===== src/rtl/fe_pkg.sv =====
package fe_pkg;

  localparam logic [31:0] FE_SECTOR = 32'h0000_1000;
  localparam logic [31:0] FE_BLOCK  = 32'h0001_0000;

  typedef enum logic [1:0] {
    FE_OK      = 2'd0,
    FE_BAD_REQ = 2'd1,
    FE_TIMEOUT = 2'd2,
    FE_NO_WEL  = 2'd3
  } fe_err_e;

  typedef enum logic [3:0] {
    S_IDLE, S_PLAN, S_CHK_REQ, S_CHK_WAIT, S_POLL_REQ, S_POLL_WAIT, S_GAP,
    S_WREN_REQ, S_WREN_WAIT, S_WEL_REQ, S_WEL_WAIT, S_ERASE_REQ,
    S_ERASE_WAIT, S_NEXT
  } fe_state_e;

  function automatic logic fe_req_ok(input logic [31:0] off, input logic [31:0] len);
    return (off[11:0] == 12'd0) && (len[11:0] == 12'd0) && (len >= FE_SECTOR);
  endfunction

  function automatic logic fe_pick_block(input logic en, input logic [31:0] off,
                                         input logic [31:0] rem);
    return en && (off[15:0] == 16'd0) && (rem >= FE_BLOCK);
  endfunction

  function automatic logic [31:0] fe_wire_addr(input logic [31:0] a, input logic four);
    return four ? a : {8'h00, a[23:0]};
  endfunction

  function automatic logic [2:0] fe_cmd_len(input logic four);
    return four ? 3'd5 : 3'd4;
  endfunction

endpackage


===== src/rtl/fe_step_plan.sv =====
module fe_step_plan
  import fe_pkg::*;
(
  input  logic [31:0] cur_off,
  input  logic [31:0] remain,
  input  logic        blk_en,
  output logic        is_block,
  output logic [31:0] step_len
);
  always_comb begin
    is_block = fe_pick_block(blk_en, cur_off, remain);
    step_len = is_block ? FE_BLOCK : FE_SECTOR;
  end
endmodule


===== src/rtl/fe_blank_scan.sv =====
module fe_blank_scan #(
  parameter int MAX_RD = 256
) (
  input  logic        clk,
  input  logic        rst_n,
  input  logic        start,
  input  logic [31:0] start_addr,
  input  logic [31:0] start_len,
  input  logic        adv,
  input  logic        word_en,
  input  logic [31:0] word,
  output logic [31:0] chunk_addr,
  output logic [31:0] chunk_len,
  output logic        last_chunk,
  output logic        dirty
);
  localparam logic [31:0] CHUNK = 32'(MAX_RD);

  logic [31:0] left_q;

  assign chunk_len  = (left_q > CHUNK) ? CHUNK : left_q;
  assign last_chunk = (left_q <= CHUNK);

  always_ff @(posedge clk or negedge rst_n) begin
    if (!rst_n) begin
      chunk_addr <= '0;
      left_q     <= '0;
      dirty      <= 1'b0;
    end else if (start) begin
      chunk_addr <= start_addr;
      left_q     <= start_len;
      dirty      <= 1'b0;
    end else begin
      if (word_en && (word != 32'hFFFF_FFFF)) dirty <= 1'b1;
      if (adv) begin
        chunk_addr <= chunk_addr + chunk_len;
        left_q     <= left_q - chunk_len;
      end
    end
  end

  // any non-blank word marks the region for erase
  a_r3_mismatch_marks: assert property (@(posedge clk) disable iff (!rst_n)
    (word_en && !start && word != 32'hFFFF_FFFF) |=> dirty);
endmodule


===== src/rtl/fe_poll_timer.sv =====
module fe_poll_timer #(
  parameter int CNT_W = 16
) (
  input  logic             clk,
  input  logic             rst_n,
  input  logic             arm,
  input  logic             tick,
  input  logic [CNT_W-1:0] limit,
  input  logic             gap_start,
  input  logic [CNT_W-1:0] gap_len,
  output logic             gap_done,
  output logic             dl_hit
);
  logic [CNT_W-1:0] dl_cnt, gap_cnt;

  assign gap_done = (gap_cnt == '0);
  assign dl_hit   = (dl_cnt >= limit);

  always_ff @(posedge clk or negedge rst_n) begin
    if (!rst_n) begin
      dl_cnt  <= '0;
      gap_cnt <= '0;
    end else begin
      if (arm) dl_cnt <= '0;
      else if (tick && (dl_cnt != '1)) dl_cnt <= dl_cnt + 1'b1;
      if (gap_start) gap_cnt <= gap_len;
      else if (gap_cnt != '0) gap_cnt <= gap_cnt - 1'b1;
    end
  end

  // the deadline count only grows within one wait
  a_r7_deadline_monotonic: assert property (@(posedge clk) disable iff (!rst_n)
    !arm |=> dl_cnt >= $past(dl_cnt));
  // the gap counter starts from the programmed interval
  a_r8_gap_load: assert property (@(posedge clk) disable iff (!rst_n)
    gap_start |=> gap_cnt == $past(gap_len));
endmodule


===== src/rtl/flash_erase_seq.sv =====
module flash_erase_seq
  import fe_pkg::*;
#(
  parameter int          MAX_RD  = 256,
  parameter int          CNT_W   = 16,
  parameter logic [7:0]  OP_RDSR = 8'h05,
  parameter logic [7:0]  OP_WREN = 8'h06,
  parameter logic [7:0]  OP_READ = 8'h03,
  parameter logic [7:0]  OP_SE   = 8'h20,
  parameter logic [7:0]  OP_BE   = 8'hD8,
  localparam int         RLW     = $clog2(MAX_RD + 1)
) (
  input  logic             clk,
  input  logic             rst_n,
  input  logic             req_valid,
  input  logic [31:0]      req_offset,
  input  logic [31:0]      req_size,
  input  logic             req_addr4,
  input  logic             req_block_en,
  input  logic             req_blank_skip,
  input  logic [CNT_W-1:0] poll_gap,
  input  logic [CNT_W-1:0] dl_limit,
  input  logic             dl_tick,
  output logic             txn_valid,
  input  logic             txn_ready,
  output logic [7:0]       txn_opcode,
  output logic [31:0]      txn_addr,
  output logic [2:0]       txn_cmd_len,
  output logic [RLW-1:0]   txn_rd_len,
  input  logic             rx_valid,
  input  logic [31:0]      rx_data,
  input  logic             txn_done,
  output logic             busy,
  output logic             done,
  output logic [1:0]       err_code
);
  fe_state_e   st;
  fe_err_e     err_q;
  logic        done_q;
  logic [31:0] cur_off, remain, step_len_q;
  logic        addr4_q, blk_q, skip_q, final_q;
  logic [1:0]  stat_q;

  logic        plan_blk;
  logic [31:0] plan_len;
  logic [31:0] scan_addr, scan_len;
  logic        scan_last, scan_dirty;
  logic        gap_done, dl_hit;

  // named internal events
  logic scan_start, scan_adv, word_en, last_step, wait_arm, gap_start;
  assign scan_start = (st == S_PLAN) && skip_q;
  assign scan_adv   = (st == S_CHK_WAIT) && txn_done;
  assign word_en    = (st == S_CHK_WAIT) && rx_valid;
  assign last_step  = (remain == step_len_q);
  assign wait_arm   = ((st == S_PLAN) && !skip_q) || (scan_adv && scan_dirty) ||
                      ((st == S_NEXT) && last_step);
  assign gap_start  = (st == S_POLL_WAIT) && txn_done && stat_q[0] && !dl_hit;

  fe_step_plan u_plan (
    .cur_off (cur_off), .remain (remain), .blk_en (blk_q),
    .is_block(plan_blk), .step_len (plan_len)
  );

  fe_blank_scan #(.MAX_RD(MAX_RD)) u_scan (
    .clk(clk), .rst_n(rst_n), .start(scan_start), .start_addr(cur_off),
    .start_len(plan_len), .adv(scan_adv), .word_en(word_en), .word(rx_data),
    .chunk_addr(scan_addr), .chunk_len(scan_len), .last_chunk(scan_last),
    .dirty(scan_dirty)
  );

  fe_poll_timer #(.CNT_W(CNT_W)) u_timer (
    .clk(clk), .rst_n(rst_n), .arm(wait_arm), .tick(dl_tick), .limit(dl_limit),
    .gap_start(gap_start), .gap_len(poll_gap), .gap_done(gap_done), .dl_hit(dl_hit)
  );

  always_ff @(posedge clk or negedge rst_n) begin
    if (!rst_n) begin
      st         <= S_IDLE;
      err_q      <= FE_OK;
      done_q     <= 1'b0;
      cur_off    <= '0;
      remain     <= '0;
      step_len_q <= '0;
      addr4_q    <= 1'b0;
      blk_q      <= 1'b0;
      skip_q     <= 1'b0;
      final_q    <= 1'b0;
      stat_q     <= '0;
    end else begin
      done_q <= 1'b0;
      if (rx_valid && (st == S_POLL_WAIT || st == S_WEL_WAIT)) stat_q <= rx_data[1:0];
      case (st)
        S_IDLE: if (req_valid) begin
          cur_off <= req_offset;
          remain  <= req_size;
          addr4_q <= req_addr4;
          blk_q   <= req_block_en;
          skip_q  <= req_blank_skip;
          final_q <= 1'b0;
          err_q   <= FE_OK;
          if (fe_req_ok(req_offset, req_size)) st <= S_PLAN;
          else begin
            err_q  <= FE_BAD_REQ;
            done_q <= 1'b1;
          end
        end
        S_PLAN: begin
          step_len_q <= plan_len;
          st <= skip_q ? S_CHK_REQ : S_POLL_REQ;
        end
        S_CHK_REQ:  if (txn_ready) st <= S_CHK_WAIT;
        S_CHK_WAIT: if (txn_done) begin
          if (scan_dirty)     st <= S_POLL_REQ;
          else if (scan_last) st <= S_NEXT;
          else                st <= S_CHK_REQ;
        end
        S_POLL_REQ:  if (txn_ready) st <= S_POLL_WAIT;
        S_POLL_WAIT: if (txn_done) begin
          if (!stat_q[0]) begin
            if (final_q) begin
              done_q <= 1'b1;
              st     <= S_IDLE;
            end else st <= S_WREN_REQ;
          end else if (dl_hit) begin
            err_q  <= FE_TIMEOUT;
            done_q <= 1'b1;
            st     <= S_IDLE;
          end else st <= S_GAP;
        end
        S_GAP:       if (gap_done) st <= S_POLL_REQ;
        S_WREN_REQ:  if (txn_ready) st <= S_WREN_WAIT;
        S_WREN_WAIT: if (txn_done) st <= S_WEL_REQ;
        S_WEL_REQ:   if (txn_ready) st <= S_WEL_WAIT;
        S_WEL_WAIT:  if (txn_done) begin
          if (stat_q[1]) st <= S_ERASE_REQ;
          else begin
            err_q  <= FE_NO_WEL;
            done_q <= 1'b1;
            st     <= S_IDLE;
          end
        end
        S_ERASE_REQ:  if (txn_ready) st <= S_ERASE_WAIT;
        S_ERASE_WAIT: if (txn_done) st <= S_NEXT;
        S_NEXT: begin
          cur_off <= cur_off + step_len_q;
          remain  <= remain - step_len_q;
          if (last_step) begin
            final_q <= 1'b1;
            st      <= S_POLL_REQ;
          end else st <= S_PLAN;
        end
        default: st <= S_IDLE;
      endcase
    end
  end

  always_comb begin
    txn_valid   = 1'b0;
    txn_opcode  = 8'h00;
    txn_addr    = '0;
    txn_cmd_len = 3'd0;
    txn_rd_len  = '0;
    case (st)
      S_CHK_REQ: begin
        txn_valid   = 1'b1;
        txn_opcode  = OP_READ;
        txn_addr    = fe_wire_addr(scan_addr, addr4_q);
        txn_cmd_len = fe_cmd_len(addr4_q);
        txn_rd_len  = RLW'(scan_len);
      end
      S_POLL_REQ, S_WEL_REQ: begin
        txn_valid   = 1'b1;
        txn_opcode  = OP_RDSR;
        txn_cmd_len = 3'd1;
        txn_rd_len  = RLW'(1);
      end
      S_WREN_REQ: begin
        txn_valid   = 1'b1;
        txn_opcode  = OP_WREN;
        txn_cmd_len = 3'd1;
      end
      S_ERASE_REQ: begin
        txn_valid   = 1'b1;
        txn_opcode  = (step_len_q == FE_BLOCK) ? OP_BE : OP_SE;
        txn_addr    = fe_wire_addr(cur_off, addr4_q);
        txn_cmd_len = fe_cmd_len(addr4_q);
      end
      default: ;
    endcase
  end

  assign busy     = (st != S_IDLE);
  assign done     = done_q;
  assign err_code = err_q;

  // malformed requests end at once with the bad-request code
  a_r1_bad_req: assert property (@(posedge clk) disable iff (!rst_n)
    (st == S_IDLE && req_valid &&
     (req_offset[11:0] != 12'd0 || req_size[11:0] != 12'd0 || req_size < 32'd4096))
    |=> (done && err_code == FE_BAD_REQ && !txn_valid));
  // a block erase starts on a 64 KiB boundary with a full block left
  a_r2_block_aligned: assert property (@(posedge clk) disable iff (!rst_n)
    (txn_valid && txn_opcode == OP_BE) |-> (txn_addr[15:0] == 16'd0 && remain >= FE_BLOCK));
  // an erase request follows a status read that showed the latch set
  a_r4_erase_after_wel: assert property (@(posedge clk) disable iff (!rst_n)
    (st == S_ERASE_REQ && $past(st) != S_ERASE_REQ) |-> ($past(st) == S_WEL_WAIT && $past(stat_q[1])));
  // three-byte mode never puts a high address byte on the port
  a_r5_three_byte_addr: assert property (@(posedge clk) disable iff (!rst_n)
    (txn_valid && !addr4_q && txn_cmd_len != 3'd1) |-> (txn_addr[31:24] == 8'h00 && txn_cmd_len == 3'd4));
  // a clean finish comes only from an idle status result
  a_r6_done_after_idle: assert property (@(posedge clk) disable iff (!rst_n)
    (done && err_code == FE_OK) |-> ($past(st) == S_POLL_WAIT && !$past(stat_q[0])));
  // an error leaves the port quiet
  a_r9_stop_after_error: assert property (@(posedge clk) disable iff (!rst_n)
    (done && err_code != FE_OK) |-> (!txn_valid && !busy));
endmodule


===== config.mk =====
export PLATFORM = sky130hd
export DESIGN_NAME = flash_erase_seq
export DESIGN_NICKNAME = d
export VERILOG_FILES = /design/src/rtl/fe_pkg.sv /design/src/rtl/fe_step_plan.sv /design/src/rtl/fe_blank_scan.sv /design/src/rtl/fe_poll_timer.sv /design/src/rtl/flash_erase_seq.sv
export SDC_FILE = /design/constraint.sdc
export NUM_CORES = 1
export LEC_CHECK = 0
export CORE_MARGIN = 4
export CORE_UTILIZATION = 48
export DETAILED_ROUTE_END_ITERATION = 6
export DONT_BUFFER_PORTS = 1
export GPL_ROUTABILITY_DRIVEN = 0
export PLACE_DENSITY = 0.73
export SYNTH_ARGS = -nofsm -noshare
export SYNTH_HDL_FRONTEND = slang
export SYNTH_SLANG_ARGS = --single-unit

===== constraint.sdc =====
create_clock -name clk -period 4.24 [get_ports clk]
set_input_delay 0.636 -clock clk [delete_from_list [all_inputs] [get_ports clk]]
set_output_delay 0.636 -clock clk [all_outputs]
set_load 0.05 [all_outputs]

# [Word-level counts from Yosys, hierarchy flattened]
# Index checks and enable logic that the tools add are counted.
[word_totals] register_bits=206 input_bits=138
[op_classes] add_sub_neg=6 magnitude_cmp=5 eq_ne=34 mux=67 reduce_logical=43
[ops] op="32-bit 2-to-1 mux" n=9
[ops] op="32-bit one-hot mux with 2 select lines" n=3
[ops] op="4-bit 2-to-1 mux" n=17
[ops] op="32-bit adder" n=2
[ops] op="16-bit 2-to-1 mux" n=4
[ops] op="32-bit subtractor" n=2
[ops] op="4-bit one-hot mux with 14 select lines" n=1
[ops] op="2-bit != test (second input constant)" n=17
[ops] op="32-bit by 17-bit equality test with 1-bit output (second input constant)" n=1
[ops] op="32-bit equality test" n=1
[ops] op="32-bit by 13-bit >= comparator with 1-bit output (second input constant)" n=1
[ops] op="32-bit by 17-bit >= comparator with 1-bit output (second input constant)" n=1
[ops] op="32-bit by 9-bit greater-than comparator with 1-bit output (second input constant)" n=1
[ops] op="32-bit by 9-bit <= comparator with 1-bit output (second input constant)" n=1
[ops] op="16-bit zero test" n=2
[ops] op="32-bit != test (second input constant)" n=1
[ops] op="8-bit one-hot mux with 4 select lines" n=1
[ops] op="4-bit equality test (second input constant)" n=6
[ops] op="12-bit zero test" n=2
[ops] op="9-bit one-hot mux with 2 select lines" n=1
[ops] op="17-bit 2-to-1 mux" n=1
[ops] op="16-bit by 1-bit adder with 16-bit output (second input constant)" n=1
[ops] op="4-bit by 3-bit equality test with 1-bit output (second input constant)" n=4
[ops] op="16-bit >= comparator" n=1
[ops] op="other kinds (27)" n=74

# [Longest topological paths before layout]
[depth] word_depth=6 depth_mapped=18 mapped_depth_nobuf=16

# [By module]
# From an unflattened synthesis, not the netlist that was laid out.
[unflattened] cells_unflattened=1988 hier_area_um2=16634.7
[by_module_without_submodules] module="flash_erase_seq" instances=1 cells_each=1061 area_each_um2=8951.1 seq_area_each_um2=2727.6
[by_module_without_submodules] module="fe_blank_scan" instances=1 cells_each=645 area_each_um2=5201.2 seq_area_each_um2=1626.6
[by_module_without_submodules] module="fe_poll_timer" instances=1 cells_each=237 area_each_um2=2149.6 seq_area_each_um2=800.8
[by_module_without_submodules] module="fe_step_plan" instances=1 cells_each=45 area_each_um2=332.8 seq_area_each_um2=0.0

# [Worst setup path before layout]
# No wires, ideal clock.
[synth_timing] kind="reg2reg" startpoint="reg u_scan.left_q[9]" endpoint="reg u_scan.chunk_addr[30]" t_arrival_ns=3.764 t_required_ns=4.109 setup_slack_ns=0.346 stages_incl_launch_ff=18 n_path_buf=1 synth_period_minus_slack_ns=3.894 cell_sequence="dfrtp_1 -> or4_4 -> nor4_2 -> nand4_2 -> nor2b_2 -> clkbuf_1 -> and2_1 -> ha_1 -> inv_1 -> fa_1 -> nor2b_1 -> o211ai_1 -> a211o_1 -> a21o_1 -> nand2_1 -> a311oi_1 -> mux2i_1 -> nand3_1"
[synth_via] elab_chain_cells=5
[synth_lines] item="start: declaration" line="fe_blank_scan.sv:19" text="logic [31:0] left_q;"
[synth_lines] item="start signal: assignment" line="fe_blank_scan.sv:31" text="left_q <= start_len;"
[synth_lines] item="start signal: assignment" line="fe_blank_scan.sv:37" text="left_q <= left_q - chunk_len;"
[synth_lines] item="32-bit by 9-bit greater-than comparator with 1-bit output" line="fe_blank_scan.sv:21" text="assign chunk_len = (left_q > CHUNK) ? CHUNK : left_q;"
[synth_lines] item="32-bit 2-to-1 mux (*)" line="fe_blank_scan.sv:21"
[synth_lines] item="32-bit adder (*)" line="fe_blank_scan.sv:36" text="chunk_addr <= chunk_addr + chunk_len;"
[synth_lines] item="32-bit 2-to-1 mux (*)" line="fe_blank_scan.sv:35" text="if (adv) begin"
[synth_lines] item="32-bit 2-to-1 mux (*)" line="fe_blank_scan.sv:29" text="end else if (start) begin"
[synth_lines] item="end signal: assignment" line="fe_blank_scan.sv:30" text="chunk_addr <= start_addr;"
[synth_lines] item="end signal: assignment" line="fe_blank_scan.sv:36"
[synth_lines] item="end: declaration" line="fe_blank_scan.sv:12" text="output logic [31:0] chunk_addr,"
# Mark *: on every way between the ends. The rest lies on a longest branch, timed or not. The select of a mux whose other input is x is not followed.
# A chain may end at the register's enable or synchronous reset.

# [Worst setup path after layout]
[layout_timing] startpoint="reg u_scan.left_q[9]" endpoint="reg u_scan.chunk_addr[27]"
# Same word-level chain as after synthesis.

==> results by group <==
Run status
  • Status: finished with violations
  • Failing checks: hold timing

Clock network
  • Clk Latency, worst-skew pair: 0.44 ns
  • CTS clock-pin slew for the worst setup and hold paths: 0.08 ns
  • H-Tree Depth: 4
  • Root buf cell: clkbuf_16
  • TritonCTS sink count: approximately 180
  • Clock Tree Buf Depth: 2
  • TritonCTS clock tree: yes
  • TritonCTS Buffers: 17

STA
  • Slew @ Worst Pin: 1.051 ns
  • Final hold violation count: 176
  • Fmax: approximately 0.25 GHz
  • Slew Viols, Final: 0
  • Max transition margin: 29.77%
  • RSZ-0062 raised after global routing: false
  • Final Cycle Share: just over 90%
  • Fin Setup TNS: 0 ns
  • Final min period: 3.964 ns
  • Final setup viols: 0
  • Clk_skew: between 0.01 and 0.015 ns
  • WHS: -0.1132 ns

Floorplan
  • Core area: approximately 24,000 um^2
  • Std-Cell Rows: 57
  • Initial Util: between 40% and 50%
  • DIE HEIGHT: ~160 um
  • Num ports: between 150 and 200
  • Die footprint: between 20,000 and 30,000 um^2
  • Die width: 164.8 um

Worst setup path
  • CP Data Arrival Time: 4.31 ns
  • R2R Path Start: u_scan.left_q[9]$_DFFE_PN0P_
  • Worst setup SP type: register
  • Worst Setup End Kind: register
  • Crit-path max cell delay: 0.60 ns
  • FF-to-FF path depth: 13
  • CP Cell Sequence: or4_4, nor4_4, nand4_2, buf_4, or2_2, ha_1, nand4_1, or4b_1, a21oi_4, o21ai_1, a21oi_1, nor3_1, o31ai_1
  • Setup slack, reg-to-reg: 0.28 ns
  • Critical Path Sink: u_scan.chunk_addr[27]$_DFFE_PN0P_
  • Slowest CP cell: or4b_1
  • Largest fanout on the critical path: 7
  • WP data required: 4.58 ns
  • Setup crit start: u_scan.left_q[9]$_DFFE_PN0P_
  • CP Class: reg2reg
  • Worst R2R End: u_scan.chunk_addr[27]$_DFFE_PN0P_

Cells and area
  • Fin area: 12,820 um^2
  • Diode count: 0
  • Fin cells: 1,739
  • Area grow syn2layout: 8.617%
  • Final net count: 1,597
  • Commonest non-fill, non-tap cells in the layout: nand2_1, dfrtp_1, nor2_1, o21ai_0, a21oi_1
  • Fillers: 2,262
  • Most common library cell in the layout ignoring fill and taps: nand2_1
  • Register area: 4404 um^2
  • Ratio of cells with drive above 1 in the final layout: 8.905%
  • Area taken by multi-input logic gates: 7048 um^2

Yosys
  • Primary FF master, synth: dfrtp_1
  • Post-synthesis adder-cell area fraction: 6.106%
  • Leading area contributor after synthesis: dfrtp_1
  • Register bit total from synthesis: between 150 and 200
  • Syn Area/Cell: 8.377 um^2
  • Ys Warns: 0
  • Mapped Cells: 1,409
  • Simple-Gate Fraction of Synth Area: 23.90%
  • XOR/XNOR share of the synthesized area: between 3 and 4%
  • Mux cell area share after synthesis: under 10%
  • Synth Area in Compound Gates: between 20 and 25%
  • Yosys top cell area share: 37.31%
  • Post-synth EDFFs: 0
  • Sequential area share after synthesis: 37.31%
  • Post-synthesis cell area: 11,800 um^2
  • Ranking of synthesized cells by area: dfrtp_1, nand2_1, ha_1, o21ai_0, nor2_1
  • Largest family of logic cells by synthesized area: simple AND/OR/NAND/NOR gates
  • Asr flop ratio synth: 100.0%
  • Yosys cell types: ~80

Placement
  • Post-DP Area: 12,190 um^2
  • IO buf count: 0
  • Detailed Place HPWL: 24.61 mm
  • Placed Instances: around 1.7k

Routing
  • Final WL: 34.36 mm
  • DRC violations left: 0
  • Via count: 10.81k
  • Final ANT Viol Nets: 0
  • DRT Pass-1 Iters: 5
  • Initial drt markers: ~1,000
  • Per-cell routed wire length: between 15 and 20 um
  • Mean number of vias per cell: 6.214

GRT
  • First-pass GRT wire length: 54.81 mm
  • Total global routing overflow: 0
  • Number of global-route vias before repair: 10.36k
  • Largest net degree at the start of global routing: 177
  • Initial antenna violation count: 0
  • GRT Overall Usage: between 20% and 30%

Power
  • Pwr dens: between 600 and 700 nW/um^2
  • Peak VDD IR: 0.3499 mV
  • Pleak: between 0.005 and 0.006 uW

Job
  • Maxcap violations: 0

Worst hold path
  • Worst hold path class: in2async
[cell families (layout without fill, tap and decap cells)]
kind of cell,Yosys count,count (layout)
buffers and inverters,127,109
AOI/OAI and AO/OA,405,405
muxes,21,21
xor gates and xnor gates,43,43
DFF,176,176
adders and majority gates,57,57
and+or+nand+nor,579,580
other,1,24
[routing by layer]
metal | vias up | GRT usage, % | part of all wire, %
li1 | 5119 | - | -
met5 | - | 0 | 0
met1 | 5197 | 34.18 | 42
met2 | 448 | 39.82 | 47
met4 | 0 | 7.070 | 2.0
met3 | 43 | 6.389 | 8.9
[worst min path at each step]
stage	end	slack, ns	depth (start not counted)	start
final	u_scan.chunk_addr[17]$_DFFE_PN0P_	-0.11	0	rst_n
after global routing	u_scan.chunk_addr[9]$_DFFE_PN0P_	-0.13	0	rst_n
after CTS	u_scan.chunk_addr[12]$_DFFE_PN0P_	-0.11	0	rst_n
after detailed placement	u_scan.left_q[0]$_DFFE_PN0P_	0.36	0	rst_n
after global placement	u_scan.left_q[0]$_DFFE_PN0P_	0.36	0	rst_n
after floorplan	addr4_q$_DFFE_PN0P_	0.34	0	rst_n
[state kept, by name, summed over array words and instances (netlist names)]
| signal | count |
|---|---|
| addr4_q | 1 |
| blk_q | 1 |
| cur_off | 32 |
| done | 1 |
| err_code | 2 |
| final_q | 1 |
| remain | 32 |
| skip_q | 1 |
| st | 4 |
| stat_q | 2 |
| step_len_q | 2 |
| u_scan.chunk_addr | 32 |
| u_scan.dirty | 1 |
| u_scan.left_q | 32 |
| u_timer.dl_cnt | 16 |
| u_timer.gap_cnt | 16 |
[synthesized netlist by cell type, types with 17 or more instances]
cell type and count:
a22oi_1 37, o21ai_0 109, a22o_1 23, nor2b_1 18, dfrtp_1 176, nor3_1 44
xor2_1 25, nand4_1 28, nor2_1 110, a21o_1 23, clkbuf_1 59, nand2_1 212
nand2b_1 17, nor4_1 27, a31oi_1 19, and2_1 20, nand3_1 32, ha_1 56
a21oi_1 72, mux2_2 19, inv_1 46, xnor2_1 18, and3_1 24
[what timing repair did]
item                       CTS  global route
hold endpoints to repair   176           176
setup buffers                0             1
gates resized for setup      0            11
setup endpoints to repair    0            16
[critical path: cells and delay by family (launching register included)]
kind	cells	cell delay (ns)
compound gates	4	0.79
fa+ha+maj	1	0.41
buf+inv	1	0.21
flops	1	0.45
simple gates	7	2.03
[power by group]
part	switching (uW)	internal (uW)	leakage, uW
clock	759	772	0.000263
sequential	954	2370	0.00222
combinational	2460	1630	0.00325
total	4170	4770	0.00572
[per-stage QoR]
stage	hold slack (ns)	utilization, %	power [uW]	worst slack [ns]
floorplan	0.3404	-	6298	0.3459
global placement	0.3553	50.26	7098	0.2170
detailed placement	0.3559	50.26	7222	0.1626
CTS	-0.1136	52.54	8777	0.1082
global route	-0.1286	52.87	9619	0.006960
finish	-0.1132	52.87	8942	0.2761
[cell type report]
cell class / instances / share of cell area [%]
tap: 324 / 3.162
clock buffer: 18 / 3.347
multi-input combinational: 1130 / 54.97
inverter: 46 / 1.347
clock inverter: 14 / 0.9759
sequential: 176 / 34.35
timing repair buffer: 31 / 1.844
Note: power is estimated with default switching activity, not from simulation.
